**src/rtl/frame_pair_detect.sv**
```systemverilog
module frame_pair_detect #(
  parameter bit ONE_HOT = 1'b0
) (
  input  logic clk,
  input  logic rst,
  input  logic vld,
  input  logic x,
  output logic z
);
  localparam int SW = ONE_HOT ? 7 : 3;
  localparam logic [SW-1:0] RST_VAL = ONE_HOT ? SW'(1) : '0;

  logic [SW-1:0] st_q, st_d;
  logic in_last, at_start;

  generate
    if (!ONE_HOT) begin : g_bin
      always_comb begin
        case (st_q)
          3'd0:    st_d = x ? 3'd2 : 3'd1;
          3'd1:    st_d = x ? 3'd3 : 3'd4;
          3'd2:    st_d = x ? 3'd4 : 3'd3;
          3'd3:    st_d = x ? 3'd6 : 3'd5;
          3'd4:    st_d = 3'd6;
          default: st_d = 3'd0;
        endcase
      end
      assign in_last  = (st_q == 3'd5);
      assign at_start = (st_q == 3'd0);
    end else begin : g_oh
      assign st_d[0] = st_q[5] | st_q[6];
      assign st_d[1] = st_q[0] & ~x;
      assign st_d[2] = st_q[0] & x;
      assign st_d[3] = (st_q[1] & x) | (st_q[2] & ~x);
      assign st_d[4] = (st_q[1] & ~x) | (st_q[2] & x);
      assign st_d[5] = st_q[3] & ~x;
      assign st_d[6] = (st_q[3] & x) | st_q[4];
      assign in_last  = st_q[5];
      assign at_start = st_q[0];

      a_r6_one_set: assert property (@(posedge clk) disable iff (rst)
        $countones(st_q) == 1);
    end
  endgenerate

  always_ff @(posedge clk) begin
    if (rst)      st_q <= RST_VAL;
    else if (vld) st_q <= st_d;
  end

  assign z = vld & x & in_last;

  logic [1:0] pos_q;
  always_ff @(posedge clk) begin
    if (rst)      pos_q <= 2'd0;
    else if (vld) pos_q <= pos_q + 2'd1;
  end

  a_r3_z_on_fourth: assert property (@(posedge clk) disable iff (rst)
    z |-> (pos_q == 2'd3));
  a_r2_group_restart: assert property (@(posedge clk) disable iff (rst)
    (vld && pos_q == 2'd3) |=> at_start);
  a_r4_hold_idle: assert property (@(posedge clk) disable iff (rst)
    !vld |=> $stable(st_q));
  a_r4_quiet_idle: assert property (@(posedge clk) disable iff (rst)
    !vld |-> !z);
  a_r1_match_needs_one: assert property (@(posedge clk) disable iff (rst)
    z |-> (x && pos_q == 2'd3));
endmodule

```
**config.mk**
```make
export PLATFORM = sky130hd
export DESIGN_NAME = frame_pair_detect
export DESIGN_NICKNAME = d
export VERILOG_FILES = /design/src/rtl/frame_pair_detect.sv
export SDC_FILE = /design/constraint.sdc
export NUM_CORES = 1
export LEC_CHECK = 0
export BUFFER_PORTS_ARGS = -buffer_cell sky130_fd_sc_hd__buf_4
export CELL_PAD_IN_SITES_DETAIL_PLACEMENT = 2
export CELL_PAD_IN_SITES_GLOBAL_PLACEMENT = 2
export CORE_AREA = 2 2 39 41
export DETAILED_ROUTE_END_ITERATION = 6
export DIE_AREA = 0 0 41 43
export PLACE_DENSITY = 0.55
export SLEW_MARGIN = 15
export SYNTH_ARGS = -nofsm -noshare
export SYNTH_HDL_FRONTEND = slang
export SYNTH_SLANG_ARGS = --single-unit
```
**constraint.sdc**
```tcl
create_clock -name clk -period 0.95 [get_ports clk]
set_input_delay 0.0475 -clock clk [delete_from_list [all_inputs] [get_ports clk]]
set_output_delay 0.0475 -clock clk [all_outputs]
set_load 0.1 [all_outputs]
```
==> reports/metrics.yaml <==
die-area_sq_um: 1760
detail-route-antenna-nets: 0
place.detailed.hpwl_um: 440
layout.core_utilization_pct: 25.4
dominantRegCellSynth: "dfxtp_1"
holdCritStartpoint: "vld"
rows: 14
cp.required_ns: 0.90
clock_latency_ns: 0.23
fillers: 160
port-buffer-count: 4
outcome: "finished, violations left"
critPathArrivalTime_ns: 1.12
synthesis.instances: 22
timing.rr.start: "st_q[2]$_SDFFE_PP0P_"
final_min_period_over_clock_period_pct: 122
pre_antenna_drt_iters: 1
cts.path.max_buffers: 2
top_reg_by_flops: "st_q"
crit_type: "flop to primary output"
cts_made_buffers: 3
drt-initial-drc-count: 0
setup.reg_to_reg.worst_slack_ns: -0.10
grt_setup_unrepaired: "true"
clockPowerShare_pct: 45.8
hold-path-endpoint: "st_q[2]$_SDFFE_PP0P_"
num_vias: 211
synthDominantCellAreaShare_pct: 35.8
yosysWarningCount: 0
routed_wl_um: 545
reg2reg_depth: 2
wire_length_of_the_first_global_routing_pass_um: 952
powerDensity_nw_per_um2: 1360
hold_viol_final: 0
netlist.top_cell.by_area: "dfxtp_1"
power_switching_share_pct: 25.7
place_congestion: 0.752
area_growth_syn_to_layout_pct: 110
die_width_um: 41
power.share.combinational_pct: 23.7
seq_area_frac_synth_pct: 35.8
antenna_found_initial: 0
die_h_um: 43
post_drt_via_cell_ratio: 4.06
setup_viol: 3
vdd_drop_max_v: 0.000468
worst_clock_skew_ns: 0.00211
number_of_buffers_inserted_to_repair_setup_after_cts: 0
pin_count_of_the_biggest_net_entering_global_routing: 7
worst_r2r_endpoint: "st_q[0]$_SDFFE_PP0P_"
synth.distinct_cells: 14
antenna-diode-count: 0
setup_slack_ns: -0.213
power_report.internal_total_uw: 355
synth_area_per_cell_sq_um: 7.62
synth_seq_cells: 3
area_contributors_post_synth: "dfxtp_1 (36%), a21oi_1 (9.0%), mux2_2 (6.7%)"
timing.hold.worst_path_depth: 3
route.detailed.wl_per_inst_um: 10.5
detailedPlace.worstSlack_ns: -0.0933
synth.cell_area_sq_um: 168
final_layout_size_suffix_gt1_share_pct: 61.1
cts.htree.levels: 1
clock.fmax_mhz: 860
timing.slew.headroom_pct: 85.4
timing_max_transition_violations_final: 0
switching_power_uw: 123
global_route_congestion_overflow_total: 0
grt_use_total_pct: 8.54
worst_setup_path_start_kind: "flop"
largest_reg_flops: 3
hold_ws_ns: 0.111
detail_route.drc_violations: 0
failed_checks: "negative setup slack"
hp-class: "input pin to flop"
cts.clk_slew.worst_paths_ns: 0.04
worst_setup_path_end_kind: "primary output"
number_of_enable_type_register_cells_in_the_synthesized_netlist: 0
max_slew.worst_pin.slew_ns: 0.219
cp_max_fo: 3
core_sq_um: 1380
synth_top_cells_by_count: "a21oi_1 (3), dfxtp_1 (3), nand2_1 (3), nor3_1 (2), o21ai_0 (2)"
cts_tree: "yes"
final_period_minus_worst_setup_slack_ns: 1.16
cellLeakagePower_nw: 0.134
cts_num_sinks: 3
max_cap_viol_count: 0
cts_root_buffer: "clkbuf_4"
initial_utilization_pct: 12.1
largest_registers: "st_q (3)"
first_global_vias: 226
synth_async_sr_flop_share_pct: 0
fin_nets: 41
mappedNetlistNets: 26
boundaryPins: 5
seq_power_share_pct: 30.5
[worst max-delay path, stage by stage, from the launching register on]
cell	delay, ns
dfxtp_2	0.31
nor2b_4	0.16
nand2_2	0.07
nor3_4	0.15
buf_12	0.20
[cell usage in the layout, fill, tap and decap left out, types with 2 or more instances in the layout]
cell type	instances
dfxtp_2	2
a21oi_1	2
nand2_1	2
clkbuf_4	3
nor3_4	2
buf_4	7
[per-stage QoR]
stage,TNS (ns),std cells,area (sq um),power (mW)
global placement,-0.184,47,278,0.238
detailed placement,-0.223,47,278,0.241
global route,-0.522,52,352,0.517
floorplan,-0.515,22,190,0.193
finish,-0.328,52,352,0.478
CTS,-0.353,52,337,0.483
[worst max path at each step]
stage,cells past startpoint,slack (ns),start,end
after detailed placement,2,-0.09,st_q[2]$_SDFFE_PP0P_,st_q[0]$_SDFFE_PP0P_
after floorplan,3,-0.45,st_q[0]$_SDFFE_PP0P_,z
final,4,-0.21,st_q[0]$_SDFFE_PP0P_,z
after global placement,2,-0.09,st_q[2]$_SDFFE_PP0P_,st_q[0]$_SDFFE_PP0P_
after global routing,4,-0.28,st_q[0]$_SDFFE_PP0P_,z
after CTS,4,-0.24,st_q[0]$_SDFFE_PP0P_,z
[cell families after synthesis]
kind of cell	after synthesis	share of synthesized area, %
simple gates	9	27.6
compound gates	7	25.4
flops	3	35.8
buf+inv	2	4.47
mux	1	6.72
[layout make-up]
cell class	instances	area, sq um	share of cell area, %
repair buffers	10	93.8	26.7
flip-flops and latches	3	62.6	17.8
well taps	16	20.0	5.69
multi-input cells	17	141	40.2
inverters	2	7.51	2.14
clock buffers	4	26.3	7.47
[power groups by stage]
stage,clock network [mW],logic (mW),registers [mW]
5_1_grt,0.248,0.124,0.146
3_5_place_dp,0,0.0947,0.146
6_report,0.219,0.113,0.146
4_1_cts,0.234,0.104,0.146
3_3_place_gp,0,0.0919,0.146
2_1_floorplan,0,0.0421,0.150
[timing repair]
item                                    4_1_cts  5_1_grt
hold buffers                                  1        0
endpoints found under the setup margin        3        4
gates resized for setup                       6        4
pin swaps                                     1        1
endpoints found under the hold margin         3        0
[metal layers]
| layer | routed length (um) | up-vias | global-route usage [%] |
|---|---|---|---|
| met5 | 0 | - | 0 |
| met4 | 0 | 0 | 6.00 |
| met3 | 21 | 0 | 4.71 |
| met2 | 289 | 4 | 12.2 |
| met1 | 234 | 98 | 9.03 |
| li1 | - | 109 | - |
Note: power is estimated with default switching activity, not from simulation.
